$ cat config.mk
export PLATFORM = sky130hd
export DESIGN_NAME = seg_xlate
export DESIGN_NICKNAME = d
export VERILOG_FILES = /design/src/rtl/seg_xlate_pkg.sv /design/src/rtl/seg_select.sv /design/src/rtl/seg_limit_chk.sv /design/src/rtl/seg_xlate.sv
export SDC_FILE = /design/constraint.sdc
export NUM_CORES = 1
export LEC_CHECK = 0
export ABC_AREA = 0
export BUFFER_PORTS_ARGS = -buffer_cell sky130_fd_sc_hd__buf_2
export CAP_MARGIN = 20
export CORE_MARGIN = 4
export CORE_UTILIZATION = 40
export CTS_CLUSTER_SIZE = 25
export DETAILED_ROUTE_END_ITERATION = 8
export HOLD_SLACK_MARGIN = 0.15
export PLACE_DENSITY = 0.78
export SETUP_SLACK_MARGIN = 0.3
export SLEW_MARGIN = 20
export SYNTH_ARGS = -nofsm -noshare
export SYNTH_HDL_FRONTEND = slang
export SYNTH_HIERARCHICAL = 1
export SYNTH_SLANG_ARGS = --single-unit
export TNS_END_PERCENT = 20
$ cat constraint.sdc
create_clock -name clk -period 6.45 [get_ports clk]
set_clock_uncertainty 0.15 [all_clocks]
set_input_delay 1.29 -clock clk [delete_from_list [all_inputs] [get_ports clk]]
set_output_delay 1.29 -clock clk [all_outputs]
set_load 0.05 [all_outputs]
$ cat src/rtl/seg_xlate_pkg.sv
package seg_xlate_pkg;
  typedef enum logic [1:0] {
    ACC_FETCH = 2'd0,
    ACC_READ  = 2'd1,
    ACC_WRITE = 2'd2,
    ACC_RSVD  = 2'd3
  } acc_kind_e;

  typedef enum logic [1:0] {
    SEL_C = 2'd0,
    SEL_D = 2'd1,
    SEL_S = 2'd2,
    SEL_E = 2'd3
  } seg_sel_e;
endpackage

$ cat src/rtl/seg_select.sv
module seg_select
  import seg_xlate_pkg::*;
#(
  parameter int SEG_W   = 16,
  parameter int OFS_W   = 20,
  parameter int WIN_BIT = 15
) (
  input  acc_kind_e         kind,
  input  logic              alt,
  input  logic              dual,
  input  logic [OFS_W-1:0]  ofs,
  input  logic [SEG_W-1:0]  cseg,
  input  logic [SEG_W-1:0]  dseg,
  input  logic [SEG_W-1:0]  sseg,
  input  logic [SEG_W-1:0]  eseg,
  output seg_sel_e          sel,
  output logic [SEG_W-1:0]  base
);
  always_comb begin
    if (kind == ACC_FETCH)            sel = SEL_C;
    else if (alt)                     sel = SEL_S;
    else if (dual && ofs[WIN_BIT])    sel = SEL_E;
    else                              sel = SEL_D;
  end

  always_comb begin
    case (sel)
      SEL_C:   base = cseg;
      SEL_D:   base = dseg;
      SEL_S:   base = sseg;
      default: base = eseg;
    endcase
  end
endmodule

$ cat src/rtl/seg_limit_chk.sv
module seg_limit_chk #(
  parameter int PA_W  = 20,
  parameter int EXP_W = 5
) (
  input  logic [PA_W-1:0]  phys,
  input  logic             en,
  input  logic [EXP_W-1:0] lim_exp,
  output logic             over
);
  function automatic logic [PA_W-1:0] upper_mask(input logic [EXP_W-1:0] e);
    logic [PA_W-1:0] m;
    for (int i = 0; i < PA_W; i++) m[i] = (EXP_W'(i) >= e);
    return m;
  endfunction

  assign over = en && (|(phys & upper_mask(lim_exp)));
endmodule

$ cat src/rtl/seg_xlate.sv
module seg_xlate
  import seg_xlate_pkg::*;
#(
  parameter int SEG_W   = 16,
  parameter int OFS_W   = 20,
  parameter int WIN_BIT = 15,
  localparam int PA_W   = SEG_W + 4,
  localparam int EXP_W  = $clog2(PA_W + 1)
) (
  input  logic              clk,
  input  logic              rst_n,
  input  logic              req_valid,
  input  logic [1:0]        req_kind,
  input  logic              req_alt,
  input  logic [OFS_W-1:0]  req_ofs,
  input  logic              dual_mode,
  input  logic [SEG_W-1:0]  cseg,
  input  logic [SEG_W-1:0]  dseg,
  input  logic [SEG_W-1:0]  sseg,
  input  logic [SEG_W-1:0]  eseg,
  input  logic              dlim_en,
  input  logic [EXP_W-1:0]  dlim_exp,
  input  logic              slim_en,
  input  logic [EXP_W-1:0]  slim_exp,
  output logic              out_valid,
  output logic [1:0]        out_kind,
  output logic [PA_W-1:0]   out_addr,
  output logic              out_we,
  output logic              out_violation
);
  function automatic logic [PA_W-1:0] relocate(input logic [SEG_W-1:0] s,
                                               input logic [OFS_W-1:0] o);
    return {s, 4'b0000} + PA_W'(o);
  endfunction

  acc_kind_e        kind_e;
  seg_sel_e         sel;
  logic [SEG_W-1:0] base;
  logic [PA_W-1:0]  phys;
  logic             lim_en;
  logic [EXP_W-1:0] lim_exp;
  logic             lim_over;
  logic             is_write;
  logic             wr_blocked;

  assign kind_e = acc_kind_e'(req_kind);

  seg_select #(.SEG_W(SEG_W), .OFS_W(OFS_W), .WIN_BIT(WIN_BIT)) u_sel (
    .kind(kind_e), .alt(req_alt), .dual(dual_mode), .ofs(req_ofs),
    .cseg(cseg), .dseg(dseg), .sseg(sseg), .eseg(eseg),
    .sel(sel), .base(base)
  );

  assign phys = relocate(base, req_ofs);

  always_comb begin
    case (sel)
      SEL_D:   begin lim_en = dlim_en; lim_exp = dlim_exp; end
      SEL_S:   begin lim_en = slim_en; lim_exp = slim_exp; end
      default: begin lim_en = 1'b0;    lim_exp = '0;       end
    endcase
  end

  seg_limit_chk #(.PA_W(PA_W), .EXP_W(EXP_W)) u_lim (
    .phys(phys), .en(lim_en), .lim_exp(lim_exp), .over(lim_over)
  );

  assign is_write   = (kind_e == ACC_WRITE);
  assign wr_blocked = is_write && lim_over;

  always_ff @(posedge clk) begin
    if (!rst_n) begin
      out_valid     <= 1'b0;
      out_kind      <= 2'd0;
      out_addr      <= '0;
      out_we        <= 1'b0;
      out_violation <= 1'b0;
    end else begin
      out_valid     <= req_valid;
      out_we        <= req_valid && is_write && !wr_blocked;
      out_violation <= req_valid && wr_blocked;
      if (req_valid) begin
        out_kind <= req_kind;
        out_addr <= phys;
      end
    end
  end
endmodule

==> reports/results.txt, run 1 <==
Critical Path End Type - flip-flop
Worst Path Arrival - 5710 ps
Hold Path Origin - out_kind[1]
Post-synth EDFFs - 0
DIE HEIGHT - 86.3 um
Initial Util - 0.414
RSZ-0062 raised after global routing - false
clock-pin slew on the worst setup and hold paths - 80 ps
WS Path Type - in2reg
Mapped Avg Cell Area - 7.83 um2
Multi-input gate area - 1740 um2
HPWL after detailed placement - 6.58 mm
post-cts hold buffer count - 0
synth top area cells - dfxtp_1 (20%), ha_1 (8.7%), a221o_1 (6.5%)
post-synth top area share - 0.204
Req. time, crit path - 6470 ps
worst min-delay path endpoint - out_kind[1]
largest net degree at the start of global routing - 24
post-DR wirelength/cell - 15.2 um
Vias - 2761
FMAX - 176 MHz
FF-to-FF Start - out_addr[16]
Yosys warnings - 6
Metal-1 WL - 3.39 mm
Final Hold Fails - 0
gr usage total - 0.199
First-pass DRT Iterations - 4
Netlist cell types - 53
RR Endpoint - out_addr[16]
share of layout cells above drive strength 1 - 0.328
Final Critical Period - 5690 ps
Initial DRC Count - 155
Pins Over Slew Limit - 0
Worst Reg-to-Reg Cells - 2
status - completed
Gate Count Post-Synth - 313
Max-slew headroom - 0.406
CTS buffer count - 3
FP Rows - 28
max-cap violations - 0
final worst-path cycle share - 0.881
vias in the first global route - 2619
CTS Sinks - 25
CTS Buffer Depth - 2
number of port buffers - 127
share of flip-flops with an asynchronous set or reset - 0
fill count - 577
n_diodes - 0
gr ovfl total - 0
Power Density - 199 nW/um2
initial antenna violation count - 0
post-CTS resize count - 0
CTS tree - built
dpl ws - 565 ps
FF+latch count, synth - 25
hold_ws - 331 ps
actual slew at the worst max-slew pin - 886 ps
hold path depth - 2
post-CTS setup buffer count - 0
final worst setup slack - 765 ps
clock root cell - clkbuf_8
Seq/Total Area, Yosys - 0.204
DRC Markers - 0
nets@finish - 549
overall routed net length - 7.63 mm
netlist area before placement - 2450 um2
ys flop type - dfxtp_1
I/O pins - 128
metal2 WL - 3.46 mm
Clk Latency, worst-skew pair - 250 ps
Reg area - 500 um2
setup TNS - 0 ps
Die ar. - 7450 um2
global-route wire length before repair - 12.2 mm
RePlAce Congestion - 0.880
Die X - 86.3 um
H-tree depth - 1
CP Launch Type - primary input
worst reg2reg setup slack - 5470 ps
CORE AREA - 5920 um2
total power - 0.000618 W
synth-to-layout area growth - 26.9%
Post-synth top cells - nor2_1 (32), inv_1 (26), o21ai_0 (26), dfxtp_1 (25), a21oi_1 (21)
synthesized net count - 434
Pleak - 1.55 nW
HP Class - reg2reg
final setup vio count - 0
ANT nets after route - 0
most numerous cell in the Yosys netlist - nor2_1
Synth area leader - dfxtp_1
Top Metal Used - met4
met3 WL - 625 um
Max VDD drop - 138 uV
crit-path max FO - 21
via-per-instance ratio - 5.50
==> worst max-delay path, cell delays in order <==
cell and delay [ps]:
buf_2 220, or2_1 430, and2_4 270, a221o_1 310
ha_1 230, fa_1 400, a21o_1 210, a221oi_2 410
o21bai_2 160, a221oi_2 290, xnor2_1 250, nand2b_1 100
and3_1 190, o221a_1 250, o32a_1 170, o32ai_1 160
inv_1 70, nor4_1 250
==> stage by stage <==
| step | util | area, um2 | instances |
|---|---|---|---|
| 4_1_cts | 0.526 | 3110 | 502 |
| 3_5_place_dp | 0.518 | 3070 | 498 |
| 5_1_grt | 0.526 | 3110 | 502 |
| 2_1_floorplan | - | 2450 | 313 |
| 6_report | 0.526 | 3110 | 502 |
| 3_3_place_gp | 0.518 | 3070 | 498 |
==> routing by layer <==
| layer | global-route usage | up-vias |
|---|---|---|
| met3 | 0.0361 | 12 |
| met4 | 0.0595 | 0 |
| met2 | 0.332 | 111 |
| met1 | 0.263 | 1241 |
| met5 | 0 | - |
| li1 | - | 1397 |
==> power by group <==
group	internal, W	switching, W
Combinational	0.000129	0.000222
Clock	0.0000440	0.0000428
Sequential	0.000172	0.00000879
==> cell usage in the layout, fill, tap and decap left out, types with 5 or more instances in the layout <==
cell type,n
xor2_1,6
o21ai_0,26
a21oi_1,21
nand2_1,17
nor2_1,32
buf_2,127
ha_1,17
dfxtp_1,25
inv_1,26
nor3_1,5
a22oi_1,6
mux2i_1,15
a221o_1,16
nand3_1,5
o211ai_1,20
xnor2_1,9
==> area by class of cell <==
| cell class | instances | share of cell area |
|---|---|---|
| clock buffers | 4 | 0.0145 |
| inverters | 26 | 0.0314 |
| multi-input cells | 245 | 0.559 |
| flip-flops and latches | 25 | 0.161 |
| well taps | 75 | 0.0302 |
| repair buffers | 127 | 0.204 |
==> cells by family after synthesis <==
| logic type | synth area share |
|---|---|
| simple gates | 0.161 |
| mux | 0.0612 |
| xor+xnor | 0.0536 |
| flops | 0.204 |
| compound gates | 0.339 |
| fa+ha+maj | 0.0949 |
| buf+inv | 0.0867 |
==> registers in the layout, indices dropped and copies added (netlist names) <==
register,flops
out_we,1
out_violation,1
out_kind,2
out_addr,20
out_valid,1
==> worst max path at each step <==
stage,cells after the start,to,start
CTS,18,out_violation,req_kind[0]
global placement,18,out_violation,req_kind[0]
finish,18,out_violation,req_kind[0]
floorplan,20,out_violation,req_kind[0]
global route,18,out_violation,req_kind[0]
detailed placement,18,out_violation,req_kind[0]
Power figures use the tool's default switching activity.
==> run 2, diff against run 1 <==
- CTS_BUF_LIST: default -> sky130_fd_sc_hd__clkbuf_8
==> run 2 against run 1 <==
Die area did not move. Fmax about the same. Sequential share of layout area unchanged. Global-route usage stayed put. Sequential power about the same. Non-clock buffer count did not move. Power shrank 0.24%. Worst setup slack better by 0.69 ps. Register-to-register slack about the same. Clock power shrank 2%. Largest power group unchanged.
==> reports/results.txt, run 2 (same netlist as run 1, synthesis figures left out) <==
status - completed
setup TNS - 0 ps (unchanged)
Vias - 2761 (unchanged)
max FFs per register - 20 (unchanged)
ANT nets after route - 0 (unchanged)
CTS buffer count - 3 (unchanged)
most used cell, CP - a221oi_2
Initial Util - 0.414 (unchanged)
hold path depth - 2 (unchanged)
Worst path slowest cell - or2_1
Pleak - 1.55 nW (+0.27%)
gr ovfl total - 0 (unchanged)
Initial DRC Count - 155 (unchanged)
fill count - 577 (unchanged)
n_diodes - 0 (unchanged)
number of port buffers - 127 (unchanged)
RSZ-0062 raised after global routing - false
Clk Latency, worst-skew pair - 260 ps (about the same)
Worst path max stage delay - 430 ps (about the same)
DIE HEIGHT - 86.3 um (unchanged)
share of layout cells above drive strength 1 - 0.328 (unchanged)
First-pass DRT Iterations - 4 (unchanged)
stages on the worst setup path - 18 (unchanged)
Power Density - 198 nW/um2 (-0.24%)
actual slew at the worst max-slew pin - 886 ps (unchanged)
FMAX - 176 MHz (about the same)
RePlAce Congestion - 0.880 (unchanged)
biggest regs - out_addr: 20 flops, out_kind: 2 flops
largest net degree at the start of global routing - 24 (unchanged)
initial antenna violation count - 0 (unchanged)
Die X - 86.3 um (unchanged)
gr usage total - 0.199 (unchanged)
CP delay by family, top - compound AO/OA/AOI/OAI gates
via-per-instance ratio - 5.50 (unchanged)
H-tree depth - 1 (unchanged)
HP Class - reg2reg
FP Rows - 28 (unchanged)
final setup vio count - 0 (unchanged)
most frequent cells in the layout - buf_2 (127), nor2_1 (32), inv_1 (27)
synth-to-layout area growth - 26.9% (unchanged)
Req. time, crit path - 6470 ps (about the same)
Final Hold Fails - 0 (unchanged)
clock-pin slew on the worst setup and hold paths - 80 ps (about the same)
vias in the first global route - 2619 (unchanged)
final worst-path cycle share - 0.881 (about the same)
max-cap violations - 0 (unchanged)
Pins Over Slew Limit - 0 (unchanged)
placed inst area - 3070 um2 (unchanged)
CP Launch Type - primary input
nets@finish - 549 (unchanged)
CORE AREA - 5920 um2 (unchanged)
Worst Path Arrival - 5700 ps (about the same)
Max-slew headroom - 0.406 (unchanged)
crit-path cells - buf_2 > or2_1 > and2_4 > a221o_1 > ha_1 > fa_1 > a21o_1 > a221oi_2 > o21bai_2 > a221oi_2 > xnor2_1 > nand2b_1 > and3_1 > o221a_1 > o32a_1 > o32ai_1 > inv_1 > nor4_1
crit-path max FO - 21 (unchanged)
Final Critical Period - 5680 ps (-0.687 ps)
most common cell after layout, fill and taps aside - buf_2
CTS tree - built
CTS Buffer Depth - 2 (unchanged)
post-CTS setup buffer count - 0 (unchanged)
Largest Register - out_addr
I/O pins - 128 (unchanged)
Max VDD drop - 138 uV (about the same)
Buf/Inv on CP - 2 (unchanged)
WS Path Type - in2reg
DRC Markers - 0 (unchanged)
post-CTS resize count - 0 (unchanged)
post-DR wirelength/cell - 15.2 um (about the same)
Critical Path End Type - flip-flop
post-cts hold buffer count - 0 (unchanged)
overall routed net length - 7.62 mm (about the same)
Worst Reg-to-Reg Cells - 2 (unchanged)
clock root cell - clkbuf_8
Die ar. - 7450 um2 (unchanged)
CTS Sinks - 25 (unchanged)
global-route wire length before repair - 12.2 mm (unchanged)
HPWL after detailed placement - 6.58 mm (unchanged)
post-route cell area - 3110 um2 (unchanged)
-- run 2: cell types whose count changed in the layout (fill, tap and decap cells not counted) --
| cell | delta |
|---|---|
| clkbuf_1 | -1 |
| inv_1 | +1 |
-- run 2: final timing paths --
| check | from | to | slack (ps) |
|---|---|---|---|
| max | req_kind[0] | out_violation | 770 |
| min | out_kind[1] | out_kind[1] | 330 |
| max reg2reg | out_addr[16] | out_addr[16] | 5470 |
| min reg2reg | out_kind[1] | out_kind[1] | 330 |
-- run 2: through the flow --
step                      hold WS, ps  instances   util  setup slack [ps]  total power (W)
after floorplan                   533        313      -              1090         0.000439
after global placement            310        498  0.518               709         0.000527
after detailed placement          325        498  0.518               565         0.000532
after CTS                         338        502  0.526               816         0.000618
after global routing              358        502  0.526               401         0.000661
final                             331        502  0.526               765         0.000617
-- run 2: area by class of cell --
| cell class | count | area [um2] | area share |
|---|---|---|---|
| well taps | 75 | 93.8 | 0.0302 |
| flip-flops and latches | 25 | 500 | 0.161 |
| repair buffers | 127 | 636 | 0.204 |
| clock buffers | 3 | 41.3 | 0.0133 |
| inverters | 26 | 97.6 | 0.0314 |
| clock inverters | 1 | 3.75 | 0.00121 |
| multi-input cells | 245 | 1740 | 0.559 |
-- run 2: power breakdown --
part / leakage, nW / switching, W / internal (W) / total (W)
combinational: 1.32 / 0.000222 / 0.000129 / 0.000351
clock: 0.0269 / 0.0000430 / 0.0000424 / 0.0000854
sequential: 0.206 / 0.00000879 / 0.000172 / 0.000181
total: 1.55 / 0.000274 / 0.000343 / 0.000617
-- run 2: worst register-to-register path: stages, from the launching register on --
cell and delay [ps]:
dfxtp_1 320, a31oi_1 190, o311ai_0 180
-- run 2: metal layers --
| layer | GRT usage | part of all wire | vias to the layer above |
|---|---|---|---|
| met5 | 0 | 0 | - |
| met4 | 0.0595 | 0.020 | 0 |
| met1 | 0.263 | 0.44 | 1238 |
| met3 | 0.0361 | 0.083 | 12 |
| li1 | - | - | 1398 |
| met2 | 0.332 | 0.45 | 113 |
==> run 3, diff against run 2 <==
- CORE_ASPECT_RATIO: default -> 0.7
- PLACE_DENSITY: 0.78 -> 0.81
- clock period: 6.45 -> 4.75 ns (I/O delays scaled with it)
==> run 3 against run 2 <==
Register-to-register slack worse by 1600 ps. Critical path depth is 1 lower. Non-clock buffer count grew 36. Clock-buffer cell count unchanged. Design area rose by 13%. First-iteration DRC count increased by 4.5%. Critical path type unchanged.
==> reports/results.txt, run 3 (same netlist as run 1, synthesis figures left out) <==
initial antenna violation count - 0 (unchanged)
RSZ-0062 raised after global routing - true
CTS tree - built
Pins Over Slew Limit - 0 (unchanged)
Power Density - 268 nW/um2 (+35%)
CORE AREA - 5840 um2 (-1.3%)
clock root cell - clkbuf_8
actual slew at the worst max-slew pin - 697 ps (-189 ps)
CTS Sinks - 25 (unchanged)
Clk Latency, worst-skew pair - 270 ps (about the same)
DRC Markers - 0 (unchanged)
CTS Buffer Depth - 2 (unchanged)
FP Rows - 23 (-18%)
final setup vio count - 0 (unchanged)
Pleak - 1.77 nW (+14%)
DIE HEIGHT - 73.5 um (-15%)
most common cell after layout, fill and taps aside - buf_2
HPWL after detailed placement - 7.21 mm (+9.5%)
ANT nets after route - 0 (unchanged)
H-tree depth - 1 (unchanged)
Worst path slowest cell - a221oi_2
CP delay by family, top - compound AO/OA/AOI/OAI gates
largest net degree at the start of global routing - 24 (unchanged)
overall routed net length - 8.46 mm (+11%)
clock-pin slew on the worst setup and hold paths - 90 ps (about the same)
vias in the first global route - 2901 (+11%)
gr usage total - 0.222 (+0.0230)
Largest Register - out_addr
CTS buffer count - 3 (unchanged)
crit-path cells - buf_4 > or2_4 > and2_4 > a221o_1 > ha_2 > fa_2 > a21o_1 > a221oi_4 > o21bai_2 > a221oi_2 > xnor2_2 > buf_4 > a211oi_2 > o2111ai_2 > nor4_4 > o32ai_2 > nor4_1
n_diodes - 0 (unchanged)
FMAX - 219 MHz
max FFs per register - 20 (unchanged)
HP Class - reg2reg
final worst setup slack - 181 ps (-584 ps)
placed inst area - 3420 um2 (+11%)
Die ar. - 7470 um2 (+0.27%)
synth-to-layout area growth - 43.5%
Die X - 102 um (+18%)
status - completed
WS Path Type - in2reg
most frequent cells in the layout - buf_2 (126), nor2_1 (32), buf_4 (31)
First-pass DRT Iterations - 4 (unchanged)
Req. time, crit path - 4790 ps (-1680 ps)
number of port buffers - 127 (unchanged)
CP Launch Type - primary input
via-per-instance ratio - 5.52 (+0.41%)
most used cell, CP - buf_4
max-cap violations - 0 (unchanged)
crit-path max FO - 4 (-81%)
global-route wire length before repair - 13.4 mm (+10%)
post-DR wirelength/cell - 15.7 um (+3.6%)
Max-slew headroom - 0.529 (+0.123)
Vias - 2971 (+7.6%)
Initial Util - 0.420 (+0.00559)
RePlAce Congestion - 0.893 (+1.4%)
Final Critical Period - 4570 ps
Max VDD drop - 159 uV (+16%)
fill count - 546 (-5.4%)
nets@finish - 585 (+6.6%)
Final Hold Fails - 0 (unchanged)
dpl ws - -135 ps (-699 ps)
Worst Path Arrival - 4610 ps (-1090 ps)
biggest regs - out_addr: 20 flops, out_kind: 2 flops
Critical Path End Type - flip-flop
Initial DRC Count - 162 (+4.5%)
share of layout cells above drive strength 1 - 0.404 (+0.0760)
post-route cell area - 3520 um2 (+13%)
Buf/Inv on CP - 2 (unchanged)
final worst-path cycle share - 0.962
Worst path max stage delay - 350 ps (-80 ps)
gr ovfl total - 0 (unchanged)
post-cts hold buffer count - 0 (unchanged)
I/O pins - 128 (unchanged)
==> run 3: cell count changes in the layout (fill, tap and decap cells not counted), sizes merged <==
| cell | before | now |
|---|---|---|
| buf | 127 | 163 |
| clkinv | 0 | 1 |
| inv | 27 | 26 |
==> run 3: layout make-up <==
class                           count  area (um2)  share of cell area
Clock buffer                        3        41.3              0.0117
Timing Repair Buffer              163         966               0.275
Tap cell                           75        93.8              0.0267
Inverter                           26        97.6              0.0277
Sequential cell                    25         500               0.142
Multi-Input combinational cell    245        1810               0.516
Clock inverter                      1        5.00             0.00142
==> run 3: per-layer routing <==
metal / track usage / wire length, um / up-vias
met5: 0 / 0 / -
met4: 0.0177 / 21 / 0
met3: 0.0636 / 827 / 5
met2: 0.336 / 3680 / 133
met1: 0.325 / 3930 / 1365
li1: - / - / 1468
==> run 3: tightest hold or removal path: stages, from the launching register on <==
cell	delay [ps]
dfxtp_1	330
mux2i_1	60
nor2_1	70
==> run 3: power by group <==
| group | switching, W | internal [W] |
|---|---|---|
| Combinational | 0.000332 | 0.000237 |
| Clock | 0.0000678 | 0.0000587 |
| Sequential | 0.0000123 | 0.000233 |
==> run 3: stage by stage <==
step	TNS [ps]	total power [W]	cells	utilization	hold WS [ps]
6_report	0	0.000942	538	0.602	347
5_1_grt	-11.9	0.00101	538	0.602	368
4_1_cts	0	0.000933	538	0.596	346
3_5_place_dp	-191	0.000802	534	0.585	325
3_3_place_gp	0	0.000795	534	0.585	313
2_1_floorplan	-199	0.000603	313	-	533
==> run 3: path summary, 6_finish.rpt <==
check | startpoint | cells past startpoint | slack (ps) | to
max | req_kind[1] | 17 | 180 | out_we
min | out_addr[10] | 2 | 350 | out_addr[10]
max reg2reg | out_addr[16] | 2 | 3840 | out_addr[16]
min reg2reg | out_addr[10] | 2 | 350 | out_addr[10]
==> run 3: what timing repair did <==
| action | 4_1_cts | 5_1_grt |
|---|---|---|
| endpoints found under the setup margin | 2 | 2 |
| gates resized for setup | 3 | 9 |
| buffers inserted | 0 | 0 |
| pin swaps | 4 | 7 |
